### config.mk
export PLATFORM = sky130hd
export DESIGN_NAME = link_train_seq
export DESIGN_NICKNAME = d
export VERILOG_FILES = /design/src/rtl/lts_pkg.sv /design/src/rtl/lts_wait_timer.sv /design/src/rtl/lts_lane_status.sv /design/src/rtl/lts_adjust_merge.sv /design/src/rtl/link_train_seq.sv
export SDC_FILE = /design/constraint.sdc
export NUM_CORES = 1
export LEC_CHECK = 0
export ABC_AREA = 1
export BUFFER_PORTS_ARGS = -buffer_cell sky130_fd_sc_hd__buf_2
export CAP_MARGIN = 20
export CORE_MARGIN = 10
export CORE_UTILIZATION = 40
export CTS_CLUSTER_SIZE = 10
export DETAILED_ROUTE_END_ITERATION = 10
export SLEW_MARGIN = 20
export SYNTH_ARGS = -nofsm -noshare
export SYNTH_HDL_FRONTEND = slang
export SYNTH_SLANG_ARGS = --single-unit
### constraint.sdc
create_clock -name clk -period 2.4 [get_ports clk]
set_clock_uncertainty 0.15 [all_clocks]
set_input_delay 0.48 -clock clk [delete_from_list [all_inputs] [get_ports clk]]
set_output_delay 0.48 -clock clk [all_outputs]
set_load 0.005 [all_outputs]
### src/rtl/lts_pkg.sv
package lts_pkg;
  localparam logic [19:0] ADR_RATE  = 20'h00100;
  localparam logic [19:0] ADR_LANES = 20'h00101;
  localparam logic [19:0] ADR_PAT   = 20'h00102;
  localparam logic [19:0] ADR_DRIVE = 20'h00103;
  localparam logic [19:0] ADR_STAT  = 20'h00202;
  localparam logic [19:0] ADR_ADJ   = 20'h00206;
  localparam logic [7:0]  RATE_LOW  = 8'h06;
  localparam logic [7:0]  REV_ENH   = 8'h11;

  typedef enum logic [3:0] {
    S_IDLE, S_RATE, S_LANES, S_PAT1, S_CR_COMMIT, S_CR_WAIT, S_CR_READ,
    S_CR_ADJ, S_PAT2, S_EQ_WAIT, S_EQ_READ, S_EQ_ADJ, S_EQ_COMMIT,
    S_PAT0, S_FIN
  } lts_state_e;
endpackage

### src/rtl/lts_wait_timer.sv
module lts_wait_timer #(
  parameter int W = 16
) (
  input  logic         clk,
  input  logic         rst_n,
  input  logic         load,
  input  logic [W-1:0] len,
  output logic         expired
);
  logic [W-1:0] cnt_q, cnt_d;

  always_comb begin
    cnt_d = cnt_q;
    if (load)              cnt_d = len - W'(1);
    else if (cnt_q != '0)  cnt_d = cnt_q - W'(1);
  end

  always_ff @(posedge clk or negedge rst_n) begin
    if (!rst_n) cnt_q <= '0;
    else        cnt_q <= cnt_d;
  end

  assign expired = (cnt_q == '0);
endmodule

### src/rtl/lts_lane_status.sv
module lts_lane_status #(
  parameter int MAX_LANES = 4,
  localparam int LN_W = $clog2(MAX_LANES + 1),
  localparam int NB   = (MAX_LANES + 1) / 2,
  localparam int ST_W = 8 * (NB + 1)
) (
  input  logic [ST_W-1:0] stat,
  input  logic [LN_W-1:0] lane_nr,
  output logic            cr_all,
  output logic            cr_lost,
  output logic            eq_all
);
  logic [MAX_LANES-1:0] act, cr_v, ok_v;

  for (genvar i = 0; i < MAX_LANES; i++) begin : g_lane
    logic [3:0] nib;
    assign nib     = stat[(i / 2) * 8 + (i % 2) * 4 +: 4];
    assign act[i]  = (LN_W'(i) < lane_nr);
    assign cr_v[i] = nib[0];
    assign ok_v[i] = &nib[2:0];
  end

  assign cr_all  = &(cr_v | ~act);
  assign cr_lost = |(~cr_v & act);
  assign eq_all  = stat[8 * NB] && (&(ok_v | ~act));
endmodule

### src/rtl/lts_adjust_merge.sv
module lts_adjust_merge #(
  parameter int MAX_LANES = 4,
  localparam int LN_W  = $clog2(MAX_LANES + 1),
  localparam int ADJ_W = 8 * ((MAX_LANES + 1) / 2)
) (
  input  logic [ADJ_W-1:0] adj,
  input  logic [LN_W-1:0]  lane_nr,
  input  logic [1:0]       swing_max,
  input  logic [1:0]       pre_max,
  output logic [5:0]       drive
);
  logic [1:0] sw_l [MAX_LANES];
  logic [1:0] pr_l [MAX_LANES];
  logic [1:0] sw_m, pr_m;
  logic       sw_hit, pr_hit;

  for (genvar i = 0; i < MAX_LANES; i++) begin : g_req
    assign sw_l[i] = adj[(i / 2) * 8 + (i % 2) * 4 +: 2];
    assign pr_l[i] = adj[(i / 2) * 8 + (i % 2) * 4 + 2 +: 2];
  end

  always_comb begin
    sw_m = '0;
    pr_m = '0;
    for (int i = 0; i < MAX_LANES; i++) begin
      if (LN_W'(i) < lane_nr) begin
        if (sw_l[i] > sw_m) sw_m = sw_l[i];
        if (pr_l[i] > pr_m) pr_m = pr_l[i];
      end
    end
  end

  assign sw_hit = (sw_m >= swing_max);
  assign pr_hit = (pr_m >= pre_max);
  assign drive  = {pr_hit, (pr_hit ? pre_max : pr_m),
                   sw_hit, (sw_hit ? swing_max : sw_m)};
endmodule

### src/rtl/link_train_seq.sv
module link_train_seq
  import lts_pkg::*;
#(
  parameter int MAX_LANES   = 4,
  parameter int CR_WAIT_CYC = 5000,
  parameter int EQ_WAIT_CYC = 20000,
  parameter int CR_TRIES    = 5,
  parameter int EQ_TRIES    = 6,
  localparam int LN_W  = $clog2(MAX_LANES + 1),
  localparam int NB    = (MAX_LANES + 1) / 2,
  localparam int ST_W  = 8 * (NB + 1),
  localparam int ADJ_W = 8 * NB,
  localparam int WD_W  = 8 * MAX_LANES,
  localparam int TMR_W = $clog2((CR_WAIT_CYC > EQ_WAIT_CYC ? CR_WAIT_CYC : EQ_WAIT_CYC) + 1),
  localparam int TRY_W = $clog2((CR_TRIES > EQ_TRIES ? CR_TRIES : EQ_TRIES) + 1)
) (
  input  logic             clk,
  input  logic             rst_n,
  input  logic             start,
  input  logic [7:0]       rate_code,
  input  logic [LN_W-1:0]  lane_nr,
  input  logic [7:0]       sink_rev,
  input  logic             sink_enh,
  input  logic [1:0]       swing_max,
  input  logic [1:0]       pre_max,
  output logic             busy,
  output logic             done,
  output logic             pass,
  output logic [7:0]       rate_used,
  output logic             rq_valid,
  output logic             rq_write,
  output logic [19:0]      rq_addr,
  output logic [2:0]       rq_len,
  output logic [WD_W-1:0]  rq_wdata,
  input  logic             rq_done,
  input  logic [ST_W-1:0]  rq_rdata
);
  // reset: asserted asynchronously, released on the clock
  logic [1:0] rst_sync;
  logic       rst_ni;
  always_ff @(posedge clk or negedge rst_n) begin
    if (!rst_n) rst_sync <= 2'b00;
    else        rst_sync <= {rst_sync[0], 1'b1};
  end
  assign rst_ni = rst_sync[1];

  lts_state_e       state_q, state_d;
  logic [7:0]       rate_q, rate_d;
  logic [5:0]       drive_q, drive_d;
  logic [TRY_W-1:0] tries_q, tries_d, tries_inc;
  logic [1:0]       swing_q, swing_d;
  logic             swv_q, swv_d;
  logic             succ_q, succ_d;
  logic             pass_q, pass_d;
  logic [7:0]       used_q, used_d;

  logic             cr_all, cr_lost, eq_all;
  logic [5:0]       drive_adj;
  logic             wt_load, wt_exp;
  logic [TMR_W-1:0] wt_len;
  logic [WD_W-1:0]  drive_word;
  logic [7:0]       lane_byte;

  lts_lane_status #(.MAX_LANES(MAX_LANES)) u_stat (
    .stat(rq_rdata), .lane_nr(lane_nr),
    .cr_all(cr_all), .cr_lost(cr_lost), .eq_all(eq_all)
  );

  lts_adjust_merge #(.MAX_LANES(MAX_LANES)) u_merge (
    .adj(rq_rdata[ADJ_W-1:0]), .lane_nr(lane_nr),
    .swing_max(swing_max), .pre_max(pre_max), .drive(drive_adj)
  );

  lts_wait_timer #(.W(TMR_W)) u_timer (
    .clk(clk), .rst_n(rst_ni), .load(wt_load), .len(wt_len), .expired(wt_exp)
  );

  for (genvar i = 0; i < MAX_LANES; i++) begin : g_drv
    assign drive_word[i*8 +: 8] = (LN_W'(i) < lane_nr) ? {2'b00, drive_q} : 8'h00;
  end

  assign lane_byte = {((sink_rev >= REV_ENH) && sink_enh), {(7 - LN_W){1'b0}}, lane_nr};
  assign tries_inc = tries_q + TRY_W'(1);

  // timer loads on entry to either wait state
  assign wt_load = rq_done && ((state_q == S_CR_COMMIT) || (state_q == S_PAT2) ||
                               (state_q == S_EQ_COMMIT));
  assign wt_len  = (state_q == S_CR_COMMIT) ? TMR_W'(CR_WAIT_CYC) : TMR_W'(EQ_WAIT_CYC);

  // request decode
  always_comb begin
    rq_valid = 1'b1;
    rq_write = 1'b1;
    rq_addr  = ADR_PAT;
    rq_len   = 3'd1;
    rq_wdata = '0;
    unique case (state_q)
      S_RATE:  begin rq_addr = ADR_RATE;  rq_wdata[7:0] = rate_q; end
      S_LANES: begin rq_addr = ADR_LANES; rq_wdata[7:0] = lane_byte; end
      S_PAT1:  rq_wdata[7:0] = 8'h01;
      S_PAT2:  rq_wdata[7:0] = 8'h02;
      S_PAT0:  rq_wdata[7:0] = 8'h00;
      S_CR_COMMIT, S_EQ_COMMIT: begin
        rq_addr = ADR_DRIVE; rq_len = 3'(MAX_LANES); rq_wdata = drive_word;
      end
      S_CR_READ: begin rq_write = 1'b0; rq_addr = ADR_STAT; rq_len = 3'(NB); end
      S_EQ_READ: begin rq_write = 1'b0; rq_addr = ADR_STAT; rq_len = 3'(NB + 1); end
      S_CR_ADJ, S_EQ_ADJ: begin rq_write = 1'b0; rq_addr = ADR_ADJ; rq_len = 3'(NB); end
      default: rq_valid = 1'b0;
    endcase
  end

  // next state
  always_comb begin
    state_d = state_q;
    rate_d  = rate_q;
    drive_d = drive_q;
    tries_d = tries_q;
    swing_d = swing_q;
    swv_d   = swv_q;
    succ_d  = succ_q;
    pass_d  = pass_q;
    used_d  = used_q;
    unique case (state_q)
      S_IDLE: if (start) begin
        rate_d  = rate_code;
        succ_d  = 1'b0;
        state_d = S_RATE;
      end
      S_RATE:  if (rq_done) state_d = S_LANES;
      S_LANES: if (rq_done) begin
        drive_d = '0; tries_d = '0; swv_d = 1'b0;
        state_d = S_PAT1;
      end
      S_PAT1:      if (rq_done) state_d = S_CR_COMMIT;
      S_CR_COMMIT: if (rq_done) state_d = S_CR_WAIT;
      S_CR_WAIT:   if (wt_exp)  state_d = S_CR_READ;
      S_CR_READ: if (rq_done) begin
        swing_d = drive_q[1:0];
        swv_d   = 1'b1;
        tries_d = (!swv_q || (drive_q[1:0] != swing_q)) ? TRY_W'(1) : tries_inc;
        if (cr_all)                                    state_d = S_PAT2;
        else if (drive_q[5] || tries_d == TRY_W'(CR_TRIES)) state_d = S_PAT0;
        else                                           state_d = S_CR_ADJ;
      end
      S_CR_ADJ: if (rq_done) begin
        drive_d = drive_adj;
        state_d = S_CR_COMMIT;
      end
      S_PAT2: if (rq_done) begin
        tries_d = '0;
        state_d = S_EQ_WAIT;
      end
      S_EQ_WAIT: if (wt_exp) state_d = S_EQ_READ;
      S_EQ_READ: if (rq_done) begin
        if (eq_all) begin
          succ_d  = 1'b1;
          state_d = S_PAT0;
        end else if (cr_lost || tries_q == TRY_W'(EQ_TRIES - 1)) begin
          state_d = S_PAT0;
        end else begin
          tries_d = tries_inc;
          state_d = S_EQ_ADJ;
        end
      end
      S_EQ_ADJ: if (rq_done) begin
        drive_d = drive_adj;
        state_d = S_EQ_COMMIT;
      end
      S_EQ_COMMIT: if (rq_done) state_d = S_EQ_WAIT;
      S_PAT0: if (rq_done) begin
        if (!succ_q && rate_q != RATE_LOW) begin
          rate_d  = RATE_LOW;
          state_d = S_RATE;
        end else begin
          pass_d  = succ_q;
          used_d  = rate_q;
          state_d = S_FIN;
        end
      end
      S_FIN:   state_d = S_IDLE;
      default: state_d = S_IDLE;
    endcase
  end

  always_ff @(posedge clk or negedge rst_ni) begin
    if (!rst_ni) begin
      state_q <= S_IDLE;
      rate_q  <= '0;
      drive_q <= '0;
      tries_q <= '0;
      swing_q <= '0;
      swv_q   <= 1'b0;
      succ_q  <= 1'b0;
      pass_q  <= 1'b0;
      used_q  <= '0;
    end else begin
      state_q <= state_d;
      rate_q  <= rate_d;
      drive_q <= drive_d;
      tries_q <= tries_d;
      swing_q <= swing_d;
      swv_q   <= swv_d;
      succ_q  <= succ_d;
      pass_q  <= pass_d;
      used_q  <= used_d;
    end
  end

  assign busy      = (state_q != S_IDLE);
  assign done      = (state_q == S_FIN);
  assign pass      = pass_q;
  assign rate_used = used_q;
endmodule

# Word-level counts from Yosys, hierarchy flattened
# Cells that the tools add are included.
# totals
reg_bits,51
elab_cells,186
# classes
n_eq_ne,36
muxes,70
n_lt_le_gt_ge,15
addsub,3
n_reduce_logical,45
n_bitwise,6
# op_table
operator,n
2-to-1 mux 4 bit,15
case mux 10 bit (5 select lines),1
case mux 4 bit (12 select lines),1
2-to-1 mux 15 bit,3
case mux 8 bit (5 select lines),1
2-to-1 mux 2 bit,18
2-to-1 mux 6 bit,6
subtractor 15 x 1 -> 15 bit (second input constant),2
equality test 4 bit (second input constant),7
2-to-1 mux 3 bit,8
2-to-1 mux 8 bit,3
!= test 2 bit (second input constant),12
2-to-1 mux 22 bit,1
AND reduction 3 bit,7
case mux 3 bit (3 select lines),2
equality test 4 x 3 -> 1 bit (second input constant),4
case mux 8 bit (2 select lines),1
AND reduction 4 bit,4
logical NOT 15 bit,1
nonzero test 15 bit,1
> comparator 2 bit,6
!= test 2 x 1 -> 1 bit (second input constant),6
case mux 6 bit (2 select lines),1
AND reduction 12 bit,1
30 further kinds,63

# Logic depth before layout (Yosys ltp)
# logic_depth
word_depth,16
ltp_mapped,29
depth_no_buf,29

# By module
# From an unflattened synthesis, not the netlist that was laid out.
# unflattened
hier_cells,714
hier_area_um2,4600.7
# modules_own_cells
mod,cells_per_inst,instances,area_each_um2
link_train_seq,344,1,2407.3
lts_wait_timer,213,1,1300.0
lts_adjust_merge,131,1,779.5
lts_lane_status,26,1,113.9

# Least setup slack after synthesis
# No wires, ideal clock.
# synth_timing
path_kind,input to register
start,input port lane_nr[1]
end,register drive_q[3]
t_arrival_ns,3.638
required_ns,2.133
setup_slack_ns,-1.505
path_buffers,0
stages,28
cell_sequence,nor2_1 -> nand2_1 -> inv_1 -> nor2_1 -> ha_1 -> nand2_1 -> nand3_1 -> o21ai_0 -> o21ai_0 -> inv_1 -> ha_1 -> o21bai_1 -> nand3_1 -> o211ai_1 -> nand2_1 -> ha_1 -> inv_1 -> nor2_1 -> nor3_1 -> nand3b_1 -> nand2_1 -> ha_1 -> o21ai_0 -> nand2_1 -> nand3_1 -> o21ai_0 -> inv_1 -> nand2_1
# synth_between
elab_chain_len,15
# synth_rtl
item,line,rtl
"start, declared",link_train_seq.sv:21,"input logic [LN_W-1:0] lane_nr,"
< comparator 1 x 3 -> 1 bit,lts_adjust_merge.sv:26,if (LN_W'(i) < lane_nr) begin
2-to-1 mux 2 bit,lts_adjust_merge.sv:26,
> comparator 2 bit,lts_adjust_merge.sv:28,if (pr_l[i] > pr_m) pr_m = pr_l[i];
2-to-1 mux 2 bit,lts_adjust_merge.sv:28,
2-to-1 mux 2 bit,lts_adjust_merge.sv:26,
> comparator 2 bit,lts_adjust_merge.sv:28,
2-to-1 mux 2 bit,lts_adjust_merge.sv:28,
2-to-1 mux 2 bit,lts_adjust_merge.sv:26,
> comparator 2 bit,lts_adjust_merge.sv:28,
2-to-1 mux 2 bit,lts_adjust_merge.sv:28,
2-to-1 mux 2 bit (*),lts_adjust_merge.sv:26,
>= comparator 2 bit,lts_adjust_merge.sv:34,assign pr_hit = (pr_m >= pre_max);
2-to-1 mux 2 bit (*),lts_adjust_merge.sv:35,"assign drive = {pr_hit, (pr_hit ? pre_max : pr_m),"
2-to-1 mux 6 bit (*),"link_train_seq.sv:146, link_train_seq.sv:166",
case mux 6 bit (2 select lines) (*),link_train_seq.sv:124,unique case (state_q)
"end signal, assigned",link_train_seq.sv:200,drive_q <= drive_d;
"end, declared",link_train_seq.sv:49,"logic [5:0] drive_q, drive_d;"
# Every way passes the cells marked *; elsewhere a longest branch is shown, timed or not. The select of a mux whose other input is x is not followed.
# A chain may end at the register's enable or synchronous reset.

# Final worst setup path
# layout_timing
start,input port lane_nr[1]
end,register drive_q[0]
# layout_between
elab_chain_len,15
# layout_rtl
item,line,rtl
< comparator 1 x 3 -> 1 bit,lts_adjust_merge.sv:26,
2-to-1 mux 2 bit,lts_adjust_merge.sv:26,
> comparator 2 bit,lts_adjust_merge.sv:27,if (sw_l[i] > sw_m) sw_m = sw_l[i];
2-to-1 mux 2 bit,lts_adjust_merge.sv:27,
2-to-1 mux 2 bit,lts_adjust_merge.sv:26,
> comparator 2 bit,lts_adjust_merge.sv:27,
2-to-1 mux 2 bit,lts_adjust_merge.sv:27,
2-to-1 mux 2 bit,lts_adjust_merge.sv:26,
> comparator 2 bit,lts_adjust_merge.sv:27,
2-to-1 mux 2 bit,lts_adjust_merge.sv:27,
2-to-1 mux 2 bit (*),lts_adjust_merge.sv:26,
>= comparator 2 bit,lts_adjust_merge.sv:33,assign sw_hit = (sw_m >= swing_max);
2-to-1 mux 2 bit (*),lts_adjust_merge.sv:36,"sw_hit, (sw_hit ? swing_max : sw_m)};"
2-to-1 mux 6 bit (*),"link_train_seq.sv:146, link_train_seq.sv:166",
case mux 6 bit (2 select lines) (*),link_train_seq.sv:124,
# Marked as above.

==> results.txt <==
----------------------------------------------------
[Outcome]
  Result of the run ... complete, but fails checks
  Violated checks ... setup timing

[Die]
  Row Count ... 37
  Top-level I/O count ... 120
  Area enclosed by the die boundary ... 14900 sq um
  Height of the chip ... 122.0 um
  Die X ... 122.0 um
  Effective utilization at floorplan ... 40.71%
  Core box area ... 10230 sq um

[Place]
  Gpl congestion ... 0.8999
  Sum of net half-perimeters after detailed placement ... 9928 um
  Pre-CTS setup slack ... -1622 ps
  Quantity of I/O buffers inserted on ports ... 91
  Total placed instance area ... 5134 sq um

[Clocking]
  Clock Pin Slew Worst Setup and Hold Paths ... 90 ps
  Clock insertion delay at the later pin of the skew report ... 300 ps
  Sinks on the clock net ... 51
  Master cell of the clock root buffer ... sky130_fd_sc_hd__clkbuf_8
  Maximum number of buffers from clock root to sink ... 2
  TritonCTS clock tree ... built
  Total CTS buffers ... 5
  Htree depth ... 2

[Yosys]
  Synthesized netlist cell count ... 612
  Distinct cell type count after synthesis ... 44
  Biggest area consumer among synthesized cells ... sky130_fd_sc_hd__dfrtp_1
  Total of flip-flops plus latches after synthesis ... 51
  Sequential-to-total area share from yosys stat ... 30.64%
  Proportion of netlist area held by the largest area contributor ... 30.64%
  Top cells by area in the synthesized netlist ... sky130_fd_sc_hd__dfrtp_1, sky130_fd_sc_hd__nand2_1, sky130_fd_sc_hd__inv_1
  Ys Warns ... 0
  Mean instance size in the synthesized netlist ... 6.806 sq um
  Mapped Area ... 4165 sq um

[Finish]
  Most common cell after layout, fill and taps aside ... sky130_fd_sc_hd__nand2_1
  Fill cell count ... 971
  Leading cell types in the layout, fill and taps excluded ... sky130_fd_sc_hd__nand2_1, sky130_fd_sc_hd__inv_1, sky130_fd_sc_hd__buf_2, sky130_fd_sc_hd__buf_4, sky130_fd_sc_hd__nor2_1
  Layout cell share with drive strength beyond 1 ... 35.94%
  P&R area growth vs syn ... 38.18%
  Inserted Diodes ... 0
  Post-route cell area ... 5756 sq um
  Net count reported at finish ... 871

[Detailed routing]
  Count of antenna-violating nets left after detailed routing ... 0
  Detailed Route WL ... 12540 um
  Number of vias after detailed routing ... 4416
  WL/cell ... 13.50 um
  Vias per cell ... 4.753
  First drt pass iteration count ... 5
  First-iteration detailed-routing DRC count ... 252
  Number of remaining DRC errors ... 0

[Min path]
  Kind of path behind the tightest hold check ... register to register
  Start point of the worst hold path ... rst_sync[0]
  Instance count along the most critical hold path ... 0
  End point of the most critical hold path ... rst_sync[1]

[Run]
  Max cap viols ... 0

[Global routing]
  Via count of the first global-routing pass ... 4203
  Antenna violations before repair ... 0
  First-pass GRT wire length ... 20050 um
  Total global routing track utilization ... 16.30%
  Overflow left after global routing ... 0
  Pin count of the biggest net entering global routing ... 50

[Worst setup path]
  CP Capture Type ... register
  R2r setup slk ... 260 ps
  Required arrival time at the worst endpoint ... 2450 ps
  Worst path arrival time ... 3680 ps
  Number of cells traversed by the worst register-to-register path ... 11
  Capture instance of the worst register-to-register path ... u_timer.cnt_q[8]
  Kind of start point of the critical path ... input port
  Startpoint of the worst-slack reg-to-reg timing path ... state_q[0]
  Maximum net fanout on the critical path ... 4
  Most frequent CP cell ... sky130_fd_sc_hd__buf_4
  Delay of the slowest cell on the worst path ... 330 ps
  Critical Setup Path Class ... input port to register
  Critical path's slowest cell ... sky130_fd_sc_hd__ha_2

[Pwr]
  Final Total Pwr ... 4.815 mW
  Power density of the placed cells ... 836.6 nW/um^2
  Worst voltage drop across the vdd grid ... 346.1 uV
  Static power due to leakage ... 3.230 nW

[Timing]
  Final number of max-transition violations ... 0
  Max frequency ... 275.1 MHz
  Final Hold Vio Count ... 0
  Share of the clock period used by the worst path after layout ... 151.5%
  Final-report setup violation count ... 4
  Final setup slack of the worst path ... -1235 ps
  Transition time of the tightest slew-check pin ... 632.2 ps
  Relative slew margins ... 57.86%
  Crit path time final ... 3635 ps
  RSZ-0062 raised after global routing ... yes
  Worst-case hold slack ... 207.6 ps
  Final setup TNS ... -4639 ps

----------------------------------------------------
power by group:
part | switching (mW) | internal [mW] | total [mW]
sequential | 0.228 | 1.15 | 1.38
combinational | 1.68 | 1.14 | 2.82
clock | 0.278 | 0.338 | 0.615
total | 2.19 | 2.63 | 4.82
sequential cells by signal, indices dropped and copies added, names as in the netlist, 2 cells and up:
signal         cells
u_timer.cnt_q     15
rate_q             8
rate_used          8
drive_q            6
state_q            4
tries_q            3
rst_sync           2
swing_q            2
how the worst max path moves through the flow:
stage                       endpoint       start
after floorplan           drive_q[0]  lane_nr[2]
after global placement    drive_q[3]  lane_nr[2]
after detailed placement  drive_q[3]  lane_nr[2]
after CTS                 drive_q[0]  lane_nr[2]
after global routing      drive_q[0]  lane_nr[1]
final                     drive_q[0]  lane_nr[1]
per-stage QoR:
step / instances / utilization (%)
after floorplan: 632 / -
after global placement: 889 / 50.18
after detailed placement: 889 / 50.18
after CTS: 922 / 54.08
after global routing: 929 / 56.26
final: 929 / 56.26
kinds of logic (layout without fill, tap and decap cells):
kind of cell / Yosys count / after routing / synth area share [%]
xor+xnor: 4 / 4 / 0.8412
other cells: 2 / 22 / 0.1803
simple gates: 305 / 305 / 32.77
buf+inv: 137 / 298 / 14.93
flops: 51 / 51 / 30.64
compound gates: 86 / 86 / 12.53
fa+ha+maj: 27 / 27 / 8.110
metal layers:
metal / up-vias / global-route usage (%) / part of all wire, %
met5: - / 0 / 0
met4: 0 / 4.694 / 1.7
met3: 16 / 2.914 / 6.2
met2: 107 / 29.17 / 51
met1: 2039 / 19.39 / 41
li1: 2254 / - / -
cell usage after synthesis, drive strengths merged:
master	instances
o21bai	4
or2	3
nor2	73
nand2	163
a21boi	2
o2111ai	1
o211ai	2
o31ai	2
buf	27
nand4	10
xnor2	2
conb	2
a22oi	1
o22ai	7
a31oi	2
a21oi	15
nor3	16
nand3b	3
nor3b	1
nor4	1
nand3	35
dfrtp	51
inv	108
xor2	2
ha	27
o21ai	50
clkbuf	2
worst max-delay path: cells and delay by family:
family,cells,cell delay (ps)
buf+inv,13,1440
compound gates,2,330
fa+ha+maj,2,470
simple gates,10,950
final cells by class:
type | instances | area [sq um] | area share (%)
Sequential cell | 51 | 1282 | 22.28
Inverter | 108 | 414.1 | 7.196
Multi-Input combinational cell | 444 | 2610 | 45.35
Timing Repair Buffer | 182 | 1161 | 20.17
Clock buffer | 6 | 82.58 | 1.435
Clock inverter | 2 | 35.03 | 0.6087
Tap cell | 136 | 170.2 | 2.957
timing repair:
action,CTS,global route
setup buffers,24,9
pin swaps,11,20
setup endpoints to repair,16,19
hold buffers,1,0
gates resized for setup,26,44
gates cloned,0,0
hold endpoints to repair,2,0
Power figures use the tool's default switching activity.
